===== src/rtl/mcu_dual_src_pkg.sv =====
package mcu_dual_src_pkg;
    localparam int ADDR_W = 5;
    localparam int OP_W   = 4;
    localparam int COND_W = 4;
    localparam int CODE_W = 3;

    typedef struct packed {
        logic            jump;
        logic [OP_W-1:0] op;
        logic            halt;
        logic            tag_b;
        logic            tag_a;
    } cword_t;
endpackage


===== src/rtl/mcu_ctrl_rom.sv =====
module mcu_ctrl_rom
    import mcu_dual_src_pkg::*;
(
    input  logic [ADDR_W-1:0] rd_addr,
    output cword_t            word
);
    always_comb begin
        word = '0;
        case (rd_addr)
            5'b00000: word = '{jump:1'b0, op:4'b1100, halt:1'b0, tag_b:1'b0, tag_a:1'b0};
            5'b00001: word = '{jump:1'b1, op:4'b0011, halt:1'b0, tag_b:1'b0, tag_a:1'b1};
            5'b00010: word = '{jump:1'b0, op:4'b0110, halt:1'b0, tag_b:1'b0, tag_a:1'b0};
            5'b00011: word = '{jump:1'b0, op:4'b1001, halt:1'b0, tag_b:1'b0, tag_a:1'b0};
            5'b00100: word = '{jump:1'b0, op:4'b0010, halt:1'b0, tag_b:1'b0, tag_a:1'b0};
            5'b00101: word = '{jump:1'b0, op:4'b1010, halt:1'b0, tag_b:1'b0, tag_a:1'b0};
            5'b00110: word = '{jump:1'b1, op:4'b0111, halt:1'b0, tag_b:1'b1, tag_a:1'b0};
            5'b00111: word = '{jump:1'b0, op:4'b1100, halt:1'b0, tag_b:1'b0, tag_a:1'b0};
            5'b01000: word = '{jump:1'b1, op:4'b1010, halt:1'b0, tag_b:1'b0, tag_a:1'b0};
            5'b01011: word = '{jump:1'b0, op:4'b0011, halt:1'b0, tag_b:1'b0, tag_a:1'b0};
            5'b01100: word = '{jump:1'b1, op:4'b1010, halt:1'b0, tag_b:1'b0, tag_a:1'b0};
            5'b01110: word = '{jump:1'b0, op:4'b0010, halt:1'b0, tag_b:1'b0, tag_a:1'b0};
            5'b01111: word = '{jump:1'b0, op:4'b0011, halt:1'b0, tag_b:1'b0, tag_a:1'b0};
            5'b10000: word = '{jump:1'b1, op:4'b1100, halt:1'b1, tag_b:1'b0, tag_a:1'b0};
            5'b10010: word = '{jump:1'b0, op:4'b1000, halt:1'b0, tag_b:1'b0, tag_a:1'b0};
            5'b10011: word = '{jump:1'b0, op:4'b0100, halt:1'b0, tag_b:1'b0, tag_a:1'b0};
            5'b10100: word = '{jump:1'b1, op:4'b0001, halt:1'b1, tag_b:1'b0, tag_a:1'b0};
            default:  word = '0;
        endcase
    end
endmodule


===== src/rtl/mcu_xfer_logic.sv =====
module mcu_xfer_logic
    import mcu_dual_src_pkg::*;
(
    input  logic              tag_a,
    input  logic              tag_b,
    input  logic [CODE_W-1:0] chain_code,
    input  logic [COND_W-1:0] cond,
    output logic [ADDR_W-1:0] target
);
    always_comb begin
        target = '0;
        if (tag_a) begin
            if (cond[0])      target = ADDR_W'(5'b00010);
            else if (cond[1]) target = ADDR_W'(5'b00111);
            else              target = ADDR_W'(5'b01011);
        end else if (tag_b) begin
            target = cond[3] ? ADDR_W'(5'b01110) : ADDR_W'(5'b10010);
        end else if (chain_code == 3'b010 || chain_code == 3'b011) begin
            target = cond[2] ? ADDR_W'(5'b00101) : ADDR_W'(5'b00000);
        end
    end
endmodule


===== src/rtl/mcu_dual_src.sv =====
module mcu_dual_src
    import mcu_dual_src_pkg::*;
(
    input  logic              clk,
    input  logic              rst,
    input  logic              start,
    input  logic [COND_W-1:0] x,
    output logic [OP_W-1:0]   y,
    output logic              busy,
    output logic              done,
    output logic [ADDR_W-1:0] addr
);
    typedef struct packed {
        logic              run;
        logic              fin;
        logic [ADDR_W-1:0] pc;
    } state_t;

    state_t            st_d, st_q;
    cword_t            word;
    logic [ADDR_W-1:0] target;

    mcu_ctrl_rom i_rom (
        .rd_addr (st_q.pc),
        .word    (word)
    );

    mcu_xfer_logic i_xfer (
        .tag_a      (word.tag_a),
        .tag_b      (word.tag_b),
        .chain_code (st_q.pc[ADDR_W-1 -: CODE_W]),
        .cond       (x),
        .target     (target)
    );

    always_comb begin
        st_d = st_q;
        if (!st_q.run) begin
            if (start) begin
                st_d.run = 1'b1;
                st_d.fin = 1'b0;
                st_d.pc  = '0;
            end
        end else if (word.halt) begin
            st_d.run = 1'b0;
            st_d.fin = 1'b1;
        end else if (word.jump) begin
            st_d.pc = target;
        end else begin
            st_d.pc = st_q.pc + 1'b1;
        end
    end

    always_ff @(posedge clk) begin
        if (rst) st_q <= '0;
        else     st_q <= st_d;
    end

    assign y    = st_q.run ? word.op : '0;
    assign busy = st_q.run;
    assign done = st_q.fin;
    assign addr = st_q.pc;

    assert_start_load_R2: assert property (@(posedge clk) disable iff (rst)
        (start && !busy) |=> (busy && !done && addr == '0));

    assert_step_R4: assert property (@(posedge clk) disable iff (rst)
        (busy && !word.jump && !word.halt) |=> (busy && addr == $past(addr) + 1'b1));

    assert_finish_R8: assert property (@(posedge clk) disable iff (rst)
        (busy && word.halt) |=> (!busy && done && $stable(addr)));

    assert_idle_quiet_R3: assert property (@(posedge clk) disable iff (rst)
        !busy |-> (y == '0));

    assert_start_ignored_R9: assert property (@(posedge clk) disable iff (rst)
        (busy && !word.halt && start) |=> busy);
endmodule


===== config.mk =====
export PLATFORM = sky130hd
export DESIGN_NAME = mcu_dual_src
export DESIGN_NICKNAME = d
export VERILOG_FILES = /design/src/rtl/mcu_dual_src_pkg.sv /design/src/rtl/mcu_ctrl_rom.sv /design/src/rtl/mcu_xfer_logic.sv /design/src/rtl/mcu_dual_src.sv
export SDC_FILE = /design/constraint.sdc
export NUM_CORES = 1
export LEC_CHECK = 0
export ABC_AREA = 1
export CAP_MARGIN = 20
export CORE_MARGIN = 2
export CORE_UTILIZATION = 45
export DETAILED_ROUTE_END_ITERATION = 7
export DONT_BUFFER_PORTS = 1
export PLACE_DENSITY = 0.63
export RECOVER_POWER = 50
export SLEW_MARGIN = 20
export SYNTH_ARGS = -nofsm -noshare
export SYNTH_HDL_FRONTEND = slang
export SYNTH_SLANG_ARGS = --single-unit

===== constraint.sdc =====
create_clock -name clk -period 2.2 [get_ports clk]
set_clock_uncertainty 0.15 [all_clocks]
set_input_delay 0.55 -clock clk [delete_from_list [all_inputs] [get_ports clk]]
set_output_delay 0.55 -clock clk [all_outputs]
set_load 0.05 [all_outputs]

# Word-level counts from Yosys, hierarchy flattened
# Memories as Yosys holds them, arrays and structs flattened. A register that Yosys moved wholly into a read port is not among the register bits.
# Index checks and enable logic that the tools add are counted.
# totals
regBits,7
romBits,256
output_inout_bits,11
n_memories,1
# op_classes
add_sub_neg,1
n_eq_ne,4
n_mux,15
n_reduce_logical,4
# mem_list
name,depth,word_bits,rd,rd_clocked_by_memory_dff,wr,line_no,source
(name not given),32,8,1,1,0,mcu_ctrl_rom.sv:9,case (rd_addr)
# ops
op,n
5-bit two-way mux,9
7-bit two-way mux,2
4-bit two-way mux,2
"3-bit by 2-bit equality test with 1-bit output, second input constant",2
"5-bit by 1-bit adder with 5-bit output, second input constant",1
2-bit AND reduction,2
3-bit two-way mux,1
2-bit two-way mux,1
"2-bit by 1-bit inequality test with 1-bit output, second input constant",1
"2-bit inequality test, second input constant",1
2-bit nonzero test,1
1-bit logical OR,1

# Logic depth before layout (Yosys ltp)
# Gate-level depths: netlist of the first run.
# logic_depth
word_depth,10
depth_mapped,16
ltp_nobuf,16

# Hierarchy
# A second synthesis of the first run with hierarchy kept.
# unflattened
hier_cells,132
hier_area_um2,735.7
# modules_own_cells
mod,n_inst,cells_each,area_each_um2,seq_area_each_um2
mcu_dual_src,1,62,385.4,140.1
mcu_ctrl_rom,1,53,281.5,0.0
mcu_xfer_logic,1,17,68.8,0.0

# Worst setup path after synthesis of the first run
# No wires, ideal clock.
# synth_path
path_kind,register -> register
from,"reg st_q, in the netlist busy"
to,reg i_rom.word[6] (netlist name)
t_arrival_ps,1967
path_slack_ps,-25
stages_incl_launch_ff,16
path_buffers,0
synth_period_minus_slack_ps,2225
cell_sequence,dfxtp_1 -> inv_2 -> nand2_1 -> nand2_2 -> inv_2 -> nand2_1 -> o21ai_0 -> nand2_1 -> ha_1 -> inv_1 -> nand2_2 -> nand2_1 -> nand2_1 -> nand2_1 -> nand2_1 -> inv_1
# synth_via
elab_chain_cells,4
word_cells_on_any_way,6
classes_between,eq/ne (1); mux (3); reduce/logical (2)
# synth_rtl
item,line_no,source
from (decl),mcu_dual_src.sv:19,"state_t st_d, st_q;"
from (signal assigned),mcu_dual_src.sv:56,else st_q <= st_d;
2-bit inequality test (no source line) / 2-bit nonzero test (equally long branches),-,
2-bit AND reduction (no source line),-,
5-bit two-way mux (no source line) (*) (2 in a row),-,
# Mark *: on every way between the ends. The rest lies on a longest branch, timed or not.
# A chain may end at the register's enable or synchronous reset.

# Worst setup path in the final report of the first run
# layout_path
from,"reg st_q, in the netlist busy"
to,out y[2]
# layout_via
elab_chain_cells,1
# layout_rtl
item,line_no,source
4-bit two-way mux,mcu_dual_src.sv:59,assign y = st_q.run ? word.op : '0;
to (decl),mcu_dual_src.sv:8,"output logic [OP_W-1:0] y,"
# No other way between the ends.

==> results of run 1 <==
## cells by family after synthesis
kind of cell	after synthesis	synth area share, %
adders and majority gates	8	10.0
and+or+nand+nor	88	43.7
buffers and inverters	28	10.8
DFF	15	30.1
AOI/OAI and AO/OA	10	5.39
## worst max-delay path: cells and delay by family (launching register included)
family / cells / cell delay (ns)
buf+inv: 2 / 0.54
flops: 1 / 0.34
simple gates: 1 / 0.07
## final cells by class
class	count	area, um2	area share (%)
multi-input combinational	106	588	52.8
sequential	15	303	27.2
inverter	28	108	9.66
timing repair buffer	7	52.6	4.72
tap	28	35.0	3.15
clock buffer	3	22.5	2.02
clock inverter	1	5.00	0.449
## power by group through the flow
stage | sequential, mW | combinational (mW) | clock (mW)
2_1_floorplan | 0.364 | 0.191 | 0
3_3_place_gp | 0.333 | 0.274 | 0
3_5_place_dp | 0.334 | 0.275 | 0
4_1_cts | 0.327 | 0.276 | 0.154
5_1_grt | 0.331 | 0.306 | 0.162
6_report | 0.327 | 0.272 | 0.149
## flip-flops by register name (all words and copies together), names as in the netlist
signal      flops
addr            5
busy            1
done            1
i_rom.word      8
## final timing paths
| path | end | slack (ns) | cells after the start |
|---|---|---|---|
| worst max register to register | i_rom.word[6]$_DFF_P_ | 0.28 | 15 |
| worst max-delay path | y[2] | 0.26 | 3 |
| worst min register to register | done$_SDFFE_PP0P_ | 0.35 | 2 |
| worst min-delay path | busy$_SDFF_PP0_ | 0.17 | 1 |
## cell usage after synthesis
library cell / count
a21oi_1: 3
ha_1: 8
inv_1: 19
nand4_1: 5
nor2_1: 5
nor2_4: 2
a21oi_2: 1
nand2_2: 8
o21ai_1: 1
inv_2: 7
dfxtp_1: 15
nor2_2: 1
nand2_4: 4
o21ai_0: 5
nand3_1: 14
nand3b_1: 2
nand2_1: 46
inv_4: 1
nor3_1: 1
clkinv_1: 1
## per-layer routing
metal  up-vias  share of wire [%]  track usage (%)
li1        483                  -                -
met1       399                 44             19.9
met2        16                 51             30.3
met3         4                3.3             2.05
met4         0                2.0             10.8
met5         -                  0                0
## what timing repair did
item                       in CTS  in global routing
hold buffers                    0                  0
setup endpoints to repair       0                  1
gates resized for setup         0                  1
==> reports/qor.csv, run 1 <==
stage;metric;value;unit
cts;Post-CTS Setup Bufs;0;
timing;Rel. slew slack;66.7;%
power_and_ir_drop;Worst VDD drop;464;uV
placed_design;DP Area;0.00109;mm2
drt;Detailed Route WL;1990;um
placed_design;DPL Wire Length;1670;um
layout;Diodes inserted;0;
timing;Worst Tran Pin Value;0.499;ns
global_routing;number of global-route vias before repair;809;
worst_setup_path;endpoint class of the critical path;primary output;
layout;commonest non-fill, non-tap cells in the layout;nand2_1 (47), inv_1 (19), nand3_1 (14), dfxtp_1 (13), ha_1 (8);
placed_design;Placer Congestion;0.886;
worst_setup_path;critical path class;reg -> out;
power_and_ir_drop;switching share of power;39.5;%
worst_setup_path;crit path from;busy$_SDFF_PP0_;
cts;clk root buf;clkbuf_4;
power_and_ir_drop;P_sw;0.296;mW
placed_design;placed cell count;184;
power_and_ir_drop;Power Total;0.748;mW
worst_setup_path;worst path cell trace;buf_4, nand2_1, inv_1;
die;die width;51.1;um
power_and_ir_drop;Flop pwr share;43.7;%
placed_design;pre-CTS setup slack;0.128;ns
layout;cell area after layout;0.00111;mm2
synth;Synthesis Warnings;0;
run_status;outcome;finished clean;
die;# IOs;18;
timing;worst setup margin;0.261;ns
timing;post-route minimum period;1.94;ns
synth;#FFs+latches synth;15;
power_and_ir_drop;Logic pwr share;36.4;%
cts;CTS sink cnt;15;
layout;fill cell count;216;
die;Rows;17;
cts;clk_lat worst skew;0.28;ns
synth;synthesized area;998;um2
worst_setup_path;R2R Path Start;i_rom.word[2]$_SDFF_PN0_;
die;die area;0.00261;mm2
timing;Fin. Hold Viols;0;
worst_setup_path;Crit path largest cell delay;0.34;ns
drt;DR vias;902;
layout;utilization after layout;51.8;%
worst_setup_path;Critical Path Start Type;flip-flop;
timing;RSZ-0062 raised after global routing;no;
timing;Fin Hold WS;0.169;ns
timing;Fmax achieved;516;MHz
global_routing;total congestion overflow;0;
worst_hold_path;Hold Crit Start;rst;
drt;average wire per standard cell;10.6;um
synth;Yosys top cell by area;dfxtp_1;
synth;Avg Cell Area, Syn;6.70;um2
die;Initial Utilization;46.5;%
global_routing;largest net degree at the start of global routing;11;
placed_design;Port Buffers;0;
synth;Cells after Synth;149;
synth;post-synthesis sequential area ratio;30.1;%
power_and_ir_drop;Clock power frac;19.9;%
cts;H-tree Lvls;1;
drt;Initial DRC Count;11;
cts;CTS tree;yes;
worst_setup_path;Crit Path Max Fanout;6;
synth;Syn Nets;164;
drt;vias per cell;4.80;
global_routing;global-route wire length before repair;3350;um
synth;Unique masters post-synth;20;
layout;area grow syn2layout;11.5;%
global_routing;aggregate global-route resource usage;17.3;%
timing;final setup TNS;0;ns
synth;Synth area leaders;dfxtp_1 (30%), nand2_1 (17%), ha_1 (10%);
cts;TritonCTS Buffers;3;
layout;Layout Nets;176;
cts;maximum clock insertion buffer count;2;
layout;final std cells w/o fill;188;
die;CORE AREA;0.00215;mm2
cts;Clock transition at path regs;0.09;ns
drt;Residual DRC;0;
timing;Finish-stage setup viols;0;
layout;commonest non-fill, non-tap cell in the layout;nand2_1;
power_and_ir_drop;Power Density;672;mW/mm2
drt;post-route ant nets;0;
global_routing;initial antenna violation count;0;
job;max cap viols;0;
synth;post-synth top area share;30.1;%
layout;share of cells above drive strength 1;22.5;%
worst_setup_path;Critical Path RT;1.50;ns
die;Die Y-Extent;51.1;um
worst_setup_path;CP max-delay cell;dfxtp_2;
drt;Initial DRT Pass Iterations;4;
timing;Slew Viols, Final;0;
worst_hold_path;HP Class;in -> reg;
power_and_ir_drop;P_int;0.452;mW
worst_setup_path;Arrival @ worst endpoint;1.24;ns
power_and_ir_drop;P_leak;0.633;nW
timing;Period Utilization, post-route;88.1;%
(Power assumes the default switching activity.)
==> run 2, diff against run 1 <==
Clock period 2.2 ns to 2.4 ns, I/O delays scaled along.
==> run 2 against run 1 <==
  * Global-route usage decreased by 0.30 points
  * Worst setup slack improved by 0.066 ns
  * Register-to-register slack better by 0.05 ns
  * Critical path depth up 9
  * Core utilization down 0.52 points
  * Clock-buffer cell count unchanged
  * Hold slack better by 0.052 ns
  * Sequential share of layout area rose by 0.051 points
  * Sequential power shrank 8.9%
==> reports/qor.csv, run 2 (synthesis gave the netlist of run 1 again) <==
stage;metric;value;unit;change
worst_setup_path;WP buf/inv;4;;+2
timing;Rel. slew slack;49.1;%;-18 points
worst_setup_path;Crit Path Max Fanout;7;;+1
power_and_ir_drop;Power Total;0.685;mW;-8.4%
cts;CTS tree;yes;;
drt;average wire per standard cell;10.6;um;+0.40%
cts;PostCTS Resize Cnt;0;;unchanged
power_and_ir_drop;P_leak;0.617;nW;-2.6%
placed_design;DP Area;0.00109;mm2;-0.23%
global_routing;initial antenna violation count;0;;unchanged
power_and_ir_drop;Power Density;622;mW/mm2;-7.5%
worst_setup_path;top cell family by delay on the critical path;buffers and inverters;;
timing;final setup TNS;0;ns;unchanged
timing;Period Utilization, post-route;86.4;%;
cts;TritonCTS Buffers;3;;unchanged
layout;final std cells w/o fill;188;;unchanged
placed_design;placed cell count;184;;unchanged
placed_design;Placer Congestion;0.883;;-0.36%
timing;RSZ-0062 raised after global routing;no;;
layout;share of cells above drive strength 1;20.0;%;-2.5 points
timing;Slew Viols, Final;0;;unchanged
layout;multi-input logic area;588;um2;unchanged
timing;Worst Tran Pin Value;0.764;ns;+0.265 ns
cts;clk root buf;clkbuf_4;;
drt;Initial DRC Count;24;;+13
run_status;outcome;finished clean;;
layout;cell area after layout;0.00110;mm2;-1.0%
job;max cap viols;0;;unchanged
timing;Finish-stage setup viols;0;;unchanged
cts;H-tree Lvls;1;;unchanged
die;Rows;17;;unchanged
layout;max FFs per register;8;;unchanged
cts;maximum clock insertion buffer count;2;;unchanged
die;Die Y-Extent;51.1;um;unchanged
die;CORE AREA;0.00215;mm2;unchanged
worst_hold_path;HP Class;in -> reg;;
placed_design;DPL Wire Length;1640;um;-2.1%
drt;DR vias;920;;+2.0%
layout;Diodes inserted;0;;unchanged
timing;post-route minimum period;2.07;ns;
worst_setup_path;Crit path largest cell delay;0.58;ns;+0.24 ns
layout;commonest non-fill, non-tap cells in the layout;nand2_1 (47), inv_1 (19), dfxtp_1 (15), nand3_1 (14), ha_1 (8);;
layout;Layout Nets;176;;unchanged
cts;CTS sink cnt;15;;unchanged
cts;Post-CTS Setup Bufs;0;;unchanged
layout;area grow syn2layout;10.4;%;
die;die area;0.00261;mm2;unchanged
worst_setup_path;Critical Path RT;2.44;ns;+0.94 ns
layout;commonest non-fill, non-tap cell in the layout;nand2_1;;
worst_setup_path;worst path cell trace;clkbuf_1, inv_1, o21ai_1, nand3_1, nand3_1, nand2_1, nand2_2, nand2_1, inv_1, nand2_1, nand2_1, inv_1;;
die;die width;51.1;um;unchanged
die;# IOs;18;;unchanged
worst_setup_path;Critical Path Start Type;flip-flop;;
cts;Clock transition at path regs;0.09;ns;about the same
cts;cts hold-fix bufs;0;;unchanged
drt;Initial DRT Pass Iterations;6;;+2
layout;utilization after layout;51.3;%;-0.52 points
worst_setup_path;Arrival @ worst endpoint;2.11;ns;+0.87 ns
layout;Register Area;300;um2;-0.83%
worst_setup_path;CP max-delay cell;clkbuf_1;;
worst_setup_path;critical path class;reg -> reg;;
global_routing;total congestion overflow;0;;unchanged
placed_design;Port Buffers;0;;unchanged
cts;clk_lat worst skew;0.28;ns;about the same
global_routing;number of global-route vias before repair;835;;+3.2%
worst_setup_path;Crit path top cell by count;nand2_1;;
timing;Fmax achieved;482;MHz;
drt;vias per cell;4.89;;+2.0%
global_routing;aggregate global-route resource usage;17.0;%;-0.30 points
global_routing;largest net degree at the start of global routing;11;;unchanged
drt;Detailed Route WL;2000;um;+0.40%
layout;fill cell count;228;;+5.6%
drt;post-route ant nets;0;;unchanged
die;Initial Utilization;46.5;%;unchanged
drt;Residual DRC;0;;unchanged
worst_setup_path;endpoint class of the critical path;flip-flop;;
timing;Fin. Hold Viols;0;;unchanged
global_routing;global-route wire length before repair;3360;um;+0.42%
power_and_ir_drop;Worst VDD drop;328;uV;-29%
-- run 2: per-stage QoR --
stage | setup WS, ns | hold slack, ns
after detailed placement | 0.290 | 0.341
after global routing | 0.148 | 0.214
after floorplan | 0.175 | 0.325
final | 0.327 | 0.222
after global placement | 0.356 | 0.332
after CTS | 0.368 | 0.217
-- run 2: per-layer routing --
| metal | part of all wire (%) | track usage (%) |
|---|---|---|
| met1 | 45 | 20.3 |
| met2 | 48 | 29.9 |
| met3 | 4.8 | 2.34 |
| met4 | 1.8 | 8.11 |
| met5 | 0 | 0 |
-- run 2: worst paths after layout --
path	from	slack, ns	to	depth (start not counted)
hold reg to reg	i_rom.word[2]$_SDFF_PN0_	0.35	done$_SDFFE_PP0P_	2
setup reg to reg	addr[3]$_SDFFE_PP0P_	0.33	i_rom.word[6]$_DFF_P_	12
setup / recovery	addr[3]$_SDFFE_PP0P_	0.33	i_rom.word[6]$_DFF_P_	12
hold / removal	rst	0.22	done$_SDFFE_PP0P_	1
-- run 2: cell type report --
| cell class | instances | area share, % |
|---|---|---|
| repair buffers | 7 | 4.09 |
| inverters | 28 | 9.65 |
| clock buffers | 3 | 2.04 |
| flip-flops and latches | 15 | 27.2 |
| well taps | 28 | 3.18 |
| clock inverters | 1 | 0.454 |
| multi-input cells | 106 | 53.3 |
-- run 2: power by group --
| group | leakage [nW] | switching, mW | internal (mW) | total (mW) |
|---|---|---|---|---|
| sequential | 0.123 | 0.0177 | 0.281 | 0.298 |
| combinational | 0.477 | 0.180 | 0.0696 | 0.250 |
| clock | 0.0177 | 0.0750 | 0.0618 | 0.137 |
